<file path="src/rtl/wm_pkg.sv">
package wm_pkg;
  typedef enum logic [1:0] {
    CMD_IDLE   = 2'd0,
    CMD_BRANCH = 2'd1,
    CMD_ELSE   = 2'd2,
    CMD_ENDIF  = 2'd3
  } wm_cmd_e;
endpackage

</file>
<file path="src/rtl/wm_stack.sv">
module wm_stack #(
  parameter int LANES = 32,
  parameter int DEPTH = 4
) (
  input  logic             clk,
  input  logic             rst_n,
  input  logic             push_i,
  input  logic             pop_i,
  input  logic             mark_i,
  input  logic [LANES-1:0] push_saved_i,
  input  logic [LANES-1:0] push_other_i,
  input  logic             push_else_i,
  output logic [LANES-1:0] top_saved_o,
  output logic [LANES-1:0] top_other_o,
  output logic             top_else_o,
  output logic             empty_o,
  output logic             full_o
);
  localparam int PW = $clog2(DEPTH + 1);
  localparam int IW = (DEPTH > 1) ? $clog2(DEPTH) : 1;

  logic [PW-1:0]    sp_q, sp_d;
  logic [IW-1:0]    top_idx;
  logic [LANES-1:0] saved_w [DEPTH];
  logic [LANES-1:0] other_w [DEPTH];
  logic             else_w  [DEPTH];

  always_comb begin
    sp_d = sp_q;
    if (push_i)     sp_d = sp_q + PW'(1);
    else if (pop_i) sp_d = sp_q - PW'(1);
  end

  always_ff @(posedge clk or negedge rst_n) begin
    if (!rst_n) sp_q <= '0;
    else        sp_q <= sp_d;
  end

  genvar g;
  generate
    for (g = 0; g < DEPTH; g++) begin : g_ent
      logic [LANES-1:0] sv_q, ot_q;
      logic             el_q;
      logic             wr_en, mk_en;
      assign wr_en = push_i && (sp_q == PW'(g));
      assign mk_en = mark_i && (sp_q == PW'(g + 1));
      always_ff @(posedge clk or negedge rst_n) begin
        if (!rst_n) begin
          sv_q <= '0;
          ot_q <= '0;
          el_q <= 1'b0;
        end else if (wr_en) begin
          sv_q <= push_saved_i;
          ot_q <= push_other_i;
          el_q <= push_else_i;
        end else if (mk_en) begin
          el_q <= 1'b1;
        end
      end
      assign saved_w[g] = sv_q;
      assign other_w[g] = ot_q;
      assign else_w[g]  = el_q;
    end
  endgenerate

  assign empty_o = (sp_q == '0);
  assign full_o  = (sp_q == PW'(DEPTH));
  assign top_idx = empty_o ? '0 : IW'(sp_q - PW'(1));

  assign top_saved_o = empty_o ? '0   : saved_w[top_idx];
  assign top_other_o = empty_o ? '0   : other_w[top_idx];
  assign top_else_o  = empty_o ? 1'b0 : else_w[top_idx];
endmodule

</file>
<file path="src/rtl/wm_ctrl.sv">
module wm_ctrl
  import wm_pkg::*;
#(
  parameter int LANES = 32
) (
  input  logic             clk,
  input  logic             rst_n,
  input  logic             br_req,
  input  logic [LANES-1:0] br_cond,
  input  logic             else_req,
  input  logic             endif_req,
  input  logic [LANES-1:0] top_saved_i,
  input  logic [LANES-1:0] top_other_i,
  input  logic             top_else_i,
  input  logic             empty_i,
  input  logic             full_i,
  output logic             push_o,
  output logic             pop_o,
  output logic             mark_o,
  output logic [LANES-1:0] push_saved_o,
  output logic [LANES-1:0] push_other_o,
  output logic             push_else_o,
  output logic [LANES-1:0] mask_o,
  output logic             skip_o,
  output logic             err_o
);
  wm_cmd_e          cmd;
  logic [LANES-1:0] mask_q, mask_d;
  logic             skip_q, skip_d;
  logic             err_q, err_d;
  logic [LANES-1:0] taken, not_taken;

  always_comb begin
    if (br_req)         cmd = CMD_BRANCH;
    else if (else_req)  cmd = CMD_ELSE;
    else if (endif_req) cmd = CMD_ENDIF;
    else                cmd = CMD_IDLE;
  end

  assign taken     = mask_q & br_cond;
  assign not_taken = mask_q & ~br_cond;

  always_comb begin
    mask_d       = mask_q;
    skip_d       = 1'b0;
    err_d        = 1'b0;
    push_o       = 1'b0;
    pop_o        = 1'b0;
    mark_o       = 1'b0;
    push_saved_o = mask_q;
    push_other_o = not_taken;
    push_else_o  = 1'b0;
    unique case (cmd)
      CMD_BRANCH: begin
        if (full_i) begin
          err_d = 1'b1;
        end else begin
          push_o = 1'b1;
          if (taken == '0) begin
            push_else_o = 1'b1;
            skip_d      = 1'b1;
            mask_d      = not_taken;
          end else begin
            mask_d = taken;
          end
        end
      end
      CMD_ELSE: begin
        if (empty_i || top_else_i) begin
          err_d = 1'b1;
        end else begin
          mark_o = 1'b1;
          mask_d = top_other_i;
          skip_d = (top_other_i == '0);
        end
      end
      CMD_ENDIF: begin
        if (empty_i) begin
          err_d = 1'b1;
        end else begin
          pop_o  = 1'b1;
          mask_d = top_saved_i;
        end
      end
      default: ;
    endcase
  end

  always_ff @(posedge clk or negedge rst_n) begin
    if (!rst_n) begin
      mask_q <= '1;
      skip_q <= 1'b0;
      err_q  <= 1'b0;
    end else begin
      mask_q <= mask_d;
      skip_q <= skip_d;
      err_q  <= err_d;
    end
  end

  assign mask_o = mask_q;
  assign skip_o = skip_q;
  assign err_o  = err_q;
endmodule

</file>
<file path="src/rtl/wm_gate.sv">
module wm_gate #(
  parameter int LANES = 32
) (
  input  logic [LANES-1:0] mask_i,
  input  logic             valid_i,
  output logic [LANES-1:0] we_o
);
  genvar l;
  generate
    for (l = 0; l < LANES; l++) begin : g_lane
      assign we_o[l] = mask_i[l] & valid_i;
    end
  endgenerate
endmodule

</file>
<file path="src/rtl/warp_mask_unit.sv">
module warp_mask_unit #(
  parameter int LANES = 32,
  parameter int DEPTH = 4
) (
  input  logic             clk,
  input  logic             rst_n,
  input  logic             br_req,
  input  logic [LANES-1:0] br_cond,
  input  logic             else_req,
  input  logic             endif_req,
  input  logic             issue_valid,
  output logic [LANES-1:0] act_mask,
  output logic [LANES-1:0] lane_we,
  output logic             path_skip,
  output logic             seq_err
);
  logic             push, pop, mark, push_else, top_else, empty, full;
  logic [LANES-1:0] push_saved, push_other, top_saved, top_other;

  wm_stack #(.LANES(LANES), .DEPTH(DEPTH)) stack_i (
    .clk          (clk),
    .rst_n        (rst_n),
    .push_i       (push),
    .pop_i        (pop),
    .mark_i       (mark),
    .push_saved_i (push_saved),
    .push_other_i (push_other),
    .push_else_i  (push_else),
    .top_saved_o  (top_saved),
    .top_other_o  (top_other),
    .top_else_o   (top_else),
    .empty_o      (empty),
    .full_o       (full)
  );

  wm_ctrl #(.LANES(LANES)) ctrl_i (
    .clk          (clk),
    .rst_n        (rst_n),
    .br_req       (br_req),
    .br_cond      (br_cond),
    .else_req     (else_req),
    .endif_req    (endif_req),
    .top_saved_i  (top_saved),
    .top_other_i  (top_other),
    .top_else_i   (top_else),
    .empty_i      (empty),
    .full_i       (full),
    .push_o       (push),
    .pop_o        (pop),
    .mark_o       (mark),
    .push_saved_o (push_saved),
    .push_other_o (push_other),
    .push_else_o  (push_else),
    .mask_o       (act_mask),
    .skip_o       (path_skip),
    .err_o        (seq_err)
  );

  wm_gate #(.LANES(LANES)) gate_i (
    .mask_i  (act_mask),
    .valid_i (issue_valid),
    .we_o    (lane_we)
  );
endmodule

</file>
<file path="config.mk">
export PLATFORM = sky130hd
export DESIGN_NAME = warp_mask_unit
export DESIGN_NICKNAME = d
export VERILOG_FILES = /design/src/rtl/wm_pkg.sv /design/src/rtl/wm_stack.sv /design/src/rtl/wm_ctrl.sv /design/src/rtl/wm_gate.sv /design/src/rtl/warp_mask_unit.sv
export SDC_FILE = /design/constraint.sdc
export NUM_CORES = 1
export LEC_CHECK = 0
export BUFFER_PORTS_ARGS = -buffer_cell sky130_fd_sc_hd__buf_4
export CORE_ASPECT_RATIO = 1.75
export CORE_MARGIN = 1
export CORE_UTILIZATION = 35
export CTS_CLUSTER_DIAMETER = 200
export CTS_CLUSTER_SIZE = 8
export DETAILED_ROUTE_END_ITERATION = 8
export SLEW_MARGIN = 10
export SYNTH_ARGS = -nofsm -noshare
export SYNTH_HDL_FRONTEND = slang
export SYNTH_SLANG_ARGS = --single-unit
</file>
<file path="constraint.sdc">
create_clock -name clk -period 8.4 [get_ports clk]
set_input_delay 1.26 -clock clk [delete_from_list [all_inputs] [get_ports clk]]
set_output_delay 1.26 -clock clk [all_outputs]
set_load 0.01 [all_outputs]
</file>
---- Yosys cells after proc, flatten, opt, wreduce, memory -nomap -nowiden ----
Cells that the tools add are included.
Widths: inputs -> output; s select.
word-level totals
  word-level logic and storage cells ...... 129
  bits in latches ......................... 0
  memory bits (writable) .................. 0
  register bits after elaboration ......... 297
  memory bits (read-only) ................. 0
  memories ................................ 0
  output and inout bits ................... 66
  input bits .............................. 38
cells by class
  $mul .................................... 0
  add/subtract/negate cells ............... 2
  divide/modulo/power cells ............... 0
  reduce and logical (&&, ||, !) cells .... 19
  equality and inequality tests ........... 10
  mux-type cells .......................... 45
  shifts and indexed selects .............. 0
  bitwise logic cells ..................... 36
  order comparisons ....................... 1
operator list
  kind                 number
  $mux 32              9
  $bmux 32 s2          2
  $pmux 32 s3          1
  $and 32x32->32       2
  $logic_not 32->1     2
  $and 1x1->1          32
  $not 32->32          1
  $mux 1               24
  $reduce_bool 2->1    5
  $logic_and 1x1->1    8
  $mux 2               4
  $eq 3x2->1 const B   2
  $mux 3               2
  $ne 2x2->1 const B   3
  $eq 2x2->1 const B   2
  $reduce_and 4->1     1
  $add 3x1->3 const B  1
  $eq 3x1->1 const B   1
  $eq 3x3->1 const B   1
  $ge 3x3->1 const B   1
  $logic_not 3->1      1
  $not 2->3            1
  $pmux 1 s3           1
  $reduce_bool 3->1    1
  other kinds (5)      5

---- Longest topological paths before layout ----
  depth in word-level cells ............... 13
  mapped depth ............................ 15
  depth with buffers taken out ............ 10

---- Modules after synthesis ----
Synthesis repeated with hierarchy kept, for this count alone.
unflattened totals
  cell total of the unflattened synthesis .. 1108
  area total of the unflattened synthesis .. 15273.4 µm²
modules (own cells, without submodules)
  module    area each (µm²)  instances  cells each  sequential area each (µm²)
  wm_stack  11892.7          1          736         6581.3
  wm_ctrl   3125.5           1          337         890.9
  wm_gate   255.2            1          35          0.0

---- Least setup slack after synthesis ----
OpenSTA, ideal clock, no wires.
  kind .................................... input to register
  start point ............................. input port endif_req
  end point ............................... register ctrl_i.mask_q[0], in the netlist ctrl_i.mask_o[0]
  buffers on the path ..................... 3
  library setup time ...................... 0.088 ns
  path slack .............................. 5.027 ns
  data required time ...................... 8.312 ns
  cell stages on the path ................. 13
  arrival time ............................ 3.285 ns
  cells stage by stage .................... nor2_1 -> or2_2 -> inv_1 -> ha_1 -> buf_2 -> or2_1 -> mux2_2 -> a32oi_1 -> nor2b_1 -> buf_2 -> clkbuf_1 -> o21ai_0 -> o2bb2ai_1
between the ends
  longest elaborated chain between the ends .. 6
  elaborated cells between the ends (all ways) .. 12
RTL lines
  element                                                           line                  source
  start: declaration                                                warp_mask_unit.sv:10  input logic endif_req,
  $mux 2 (*)                                                        wm_ctrl.sv:36         else if (endif_req) cmd = CMD_ENDIF;
  $mux 2 (*)                                                        wm_ctrl.sv:35         else if (else_req) cmd = CMD_ELSE;
  $mux 2 (*)                                                        wm_ctrl.sv:34         if (br_req) cmd = CMD_BRANCH;
  $eq 2x2->1 / $eq 2x1->1 (equally long branches)                   wm_ctrl.sv:53         unique case (cmd)
  $ne 2x2->1 (no line) / $reduce_bool 3->1 (equally long branches)  -
  $reduce_and 4->1 (no line)                                        -
  end signal: assignment                                            wm_ctrl.sv:95         mask_q <= mask_d;
  end: declaration                                                  wm_ctrl.sv:28         logic [LANES-1:0] mask_q, mask_d;
Every way passes the cells marked *; elsewhere a longest branch is shown, timed or not.
A chain may end at the register's enable or synchronous reset.

---- Worst setup path in the final report ----
  start point ............................. register stack_i.sp_q[1]
  end point ............................... register ctrl_i.skip_q, in the netlist ctrl_i.skip_o
between the ends
  longest elaborated chain between the ends .. 10
  elaborated cells between the ends (all ways) .. 18
RTL lines
  element                                                                      line                            source
  start: declaration                                                           wm_stack.sv:22                  logic [PW-1:0] sp_q, sp_d;
  start signal: assignment                                                     wm_stack.sv:36                  else sp_q <= sp_d;
  $sub 3x1->3 / $logic_not 3->1 (equally long branches)                        -
  $mux 2                                                                       wm_stack.sv:68                  assign top_idx = empty_o ? '0 : IW'(sp_q - PW'(1));
  $not 2->3 (not written as such)                                              wm_stack.sv:71, wm_stack.sv:72
  $bmux 32 s2 / $bmux 1 s2 (equally long branches)                             wm_stack.sv:71, wm_stack.sv:72
  $mux 32 (not written as such) / $mux 1 (equally long branches) (2 in a row)  wm_stack.sv:71, wm_stack.sv:72
  $mux 32 / $mux 1 (equally long branches)                                     wm_stack.sv:71, wm_stack.sv:72
  $logic_not 32->1 / $logic_or 1x1->1 (equally long branches)                  wm_ctrl.sv:74, wm_ctrl.sv:69
  $mux 1                                                                       wm_ctrl.sv:69                   if (empty_i || top_else_i) begin
  $pmux 1 s2 (*)                                                               wm_ctrl.sv:53
  net ctrl_i.skip_d                                                            wm_ctrl.sv:29                   logic skip_q, skip_d;
  end signal: assignment                                                       wm_ctrl.sv:96                   skip_q <= skip_d;
  end: declaration                                                             wm_ctrl.sv:29
Mark *: on every way through the listed nets, which the timed path passes. The rest lies on a longest branch. The select of a mux whose other input is x is not followed.

==> qor.csv <==
stage,metric,value,unit
die,start_util,35.51,%
sta,fin_crit,4244,ps
sta,final.setup_skew,26.29,ps
critical_path,end_kind,flop,
yosys,async_flop_share,100.0,%
cells_and_area,antennaDiodeCount,0,
yosys,ys_types,53,
yosys,ys_seq_elements,297,
sta,maxSlewHeadroom,16.98,%
critical_path,worstPathArrival,4700,ps
yosys,synthCells,1350,
cells_and_area,drive_gt1_share,24.06,%
cells_and_area,final_cell_count_no_fill,1992,
cells_and_area,syn2layout_area_growth,16.74,%
global_routing,grt_pass1_vias,11430,
sta,fin_tns_setup,0,ps
cells_and_area,layout_common_cells,"dfrtp_1, o21ai_0, nand2_1",
sta,rsz0062_at_grt,false,
critical_path,crit_required,8850,ps
yosys,syn-num-nets,1398,
cells_and_area,final_common_cell,dfrtp_1,
power,power.leakage,0.007500,uW
status,status,"finished, final reports clean",
drt,via_per_inst,5.512,
cts,cts_sinks,297,
drt,wl_per_cell,22.06,um
power,power_density,420.2,mW/mm^2
cts,htree_levels,2,
cts,cts_buffer_depth,3,
critical_path,cp.buffers_inverters,1,
die,num_io_pins,104,
placement,routabilityCongestion,0.8535,
critical_path,worstPathCellList,inv_1 > ha_1 > nand2b_1 > nand2_4 > mux2i_1 > a21oi_1 > or4_1 > o31ai_1,
yosys,synth.area.top_cells,"dfrtp_1, mux2_2, o21ai_0",
yosys,synth_warnings,0,
cells_and_area,multiInputGateArea,0.006623,mm^2
yosys,synth-edff-count,0,
cells_and_area,num-nets-final,1456,
power,ir_worst_vdd,464.0,uV
placement,dp.cells,1913,
sta,final-setup-viol-count,0,
placement,dp_hpwl,28700,um
drt,drtPass1Iterations,5,
die,rows,98,
cts,holdBufCountCts,0,
cts,post_cts_resized,0,
sta,report.final.slew_viol_count,0,
cts,post-cts-setup-buffers,0,
die,core,0.04095,mm^2
critical_path,max_stage_delay,890,ps
yosys,synth_top_cell_by_area,dfrtp_1,
yosys,netlist_area,0.01454,mm^2
placement,port_buffers,103,
critical_path,path_class,reg2reg,
cts,insertion_delay,540,ps
sta,fin_crit_sh,50.53,%
drt,routed_wl,43940,um
cts,cts_tree,done,
global_routing,antenna_found_initial,0,
cts,cts_buffers,43,
sta,tightest_slew,1245,ps
global_routing,grt_first_pass_wirelength,68610,um
die,die_y,271.6,um
hold_path,hold_path.class,reg2reg,
power,finalPower,7133,uW
job,drv_cap,0,
cts,cts_root_buf,clkbuf_16,
yosys,synth_top_area_share,45.60,%
yosys,synth_ff_type,dfrtp_1,
critical_path,cp_max_fo,66,
global_routing,gr-total-overflow,0,
critical_path,cp-start-kind,flop,
cts,cts.clk_slew.worst_paths,50,ps
critical_path,cp_slowest_cell,ha_1,
drt,drtIter0Drc,760,
die,die_area,0.04240,mm^2
drt,num_vias,10980,
global_routing,track_usage,21.19,%
drt,drc,0,
sta,fmax,235.6,MHz
yosys,ys_seq_area_share,51.39,%
critical_path,path_delay_family,simple AND/OR/NAND/NOR gates,
sta,finalHoldViolCount,0,
cells_and_area,regArea,0.007473,mm^2
cells_and_area,fill_cells,3994,
yosys,syn_avg_cell_area,10.77,um^2
global_routing,grt_max_degree,172,
drt,ant_nets,0,
die,die_w,156.1,um
==> worst min-delay path, stage by stage (launching register included) <==
cell,delay [ps]
dfrtp_1,330
nand2_1,40
o21ai_0,60
==> flip-flops by register name, summed over array words and instances (netlist names) <==
register and cells:
ctrl_i.err_o 1, ctrl_i.mask_o 32, stack_i.sp_q 3, stack_i.g_ent.sv_q 128, stack_i.g_ent.el_q 4, stack_i.g_ent.ot_q 128
ctrl_i.skip_o 1
==> kinds of logic (layout without fill, tap and decap cells) <==
kind of cell               count (synthesis)  after routing  share of synthesized area (%)
buffers and inverters                    113            205                          3.424
and+or+nand+nor                          296            296                          9.551
AOI/OAI and AO/OA                        394            394                          17.30
DFF                                      297            297                          51.39
muxes                                    208            208                          15.55
xor gates and xnor gates                  32             32                          1.927
adders and majority gates                 10             10                         0.8604
==> worst paths after layout <==
path	from	endpoint	slack (ps)	cells past startpoint
min in group asynchronous	rst_n	stack_i.g_ent[1].sv_q[5]$_DFFE_PN0P_	790	1
max in group asynchronous	rst_n	stack_i.g_ent[0].sv_q[12]$_DFFE_PN0P_	6060	2
setup reg to reg	stack_i.sp_q[1]$_DFFE_PN0P_	ctrl_i.skip_o$_DFF_PN0_	4160	8
hold / removal	stack_i.g_ent[2].ot_q[18]$_DFFE_PN0P_	stack_i.g_ent[2].ot_q[18]$_DFFE_PN0P_	480	2
setup / recovery	stack_i.sp_q[1]$_DFFE_PN0P_	ctrl_i.skip_o$_DFF_PN0_	4160	8
hold reg to reg	stack_i.g_ent[2].ot_q[18]$_DFFE_PN0P_	stack_i.g_ent[2].ot_q[18]$_DFFE_PN0P_	480	2
==> synth_stat cells, types with 5 or more instances <==
cell         n
a22oi_1     26
and2_1      34
a22o_1      13
a222oi_1     8
xnor2_1     32
buf_2       19
ha_1        10
nor4_1      13
a211oi_1     6
o22ai_1      7
inv_1        9
a221o_1      5
clkbuf_1    68
nor2_1      36
nand4_1     10
mux2_2     136
o2bb2ai_1   33
a21oi_1     35
mux2i_1     70
o221ai_1    37
nand2b_1    35
buf_1       10
dfstp_2     32
o21ai_0    201
dfrtp_1    265
nand2_1    152
==> power breakdown <==
| part | switching [uW] | internal [uW] | leakage (uW) |
|---|---|---|---|
| Combinational | 1810 | 1250 | 0.00292 |
| Clock | 632 | 994 | 0.000598 |
| Sequential | 483 | 1960 | 0.00398 |
| Total | 2930 | 4210 | 0.00750 |
==> routing by layer <==
| metal | up-vias | routed length, um | track usage, % |
|---|---|---|---|
| met3 | 122 | 1572 | 2.123 |
| met4 | 0 | 2307 | 11.58 |
| met1 | 5542 | 17290 | 24.86 |
| met5 | - | 0 | 0 |
| met2 | 303 | 22770 | 37.55 |
| li1 | 5013 | - | - |
==> per-stage QoR <==
stage	hold WS, ps	instance area (um^2)	setup slack (ps)	util [%]
global placement	456.6	15720	3779	38.38
floorplan	442.2	14540	5027	-
CTS	481.4	16980	4091	41.45
detailed placement	469.7	15720	3708	38.38
global route	493.1	16980	3845	41.45
finish	476.8	16980	4156	41.45
==> area by class of cell <==
cell class / count / share of cell area (%)
well taps: 550 / 4.054
clock buffers: 78 / 7.363
flip-flops and latches: 297 / 44.03
inverters: 9 / 0.1990
clock inverters: 1 / 0.05160
multi-input cells: 940 / 39.01
repair buffers: 117 / 5.292
Power figures use the tool's default switching activity.
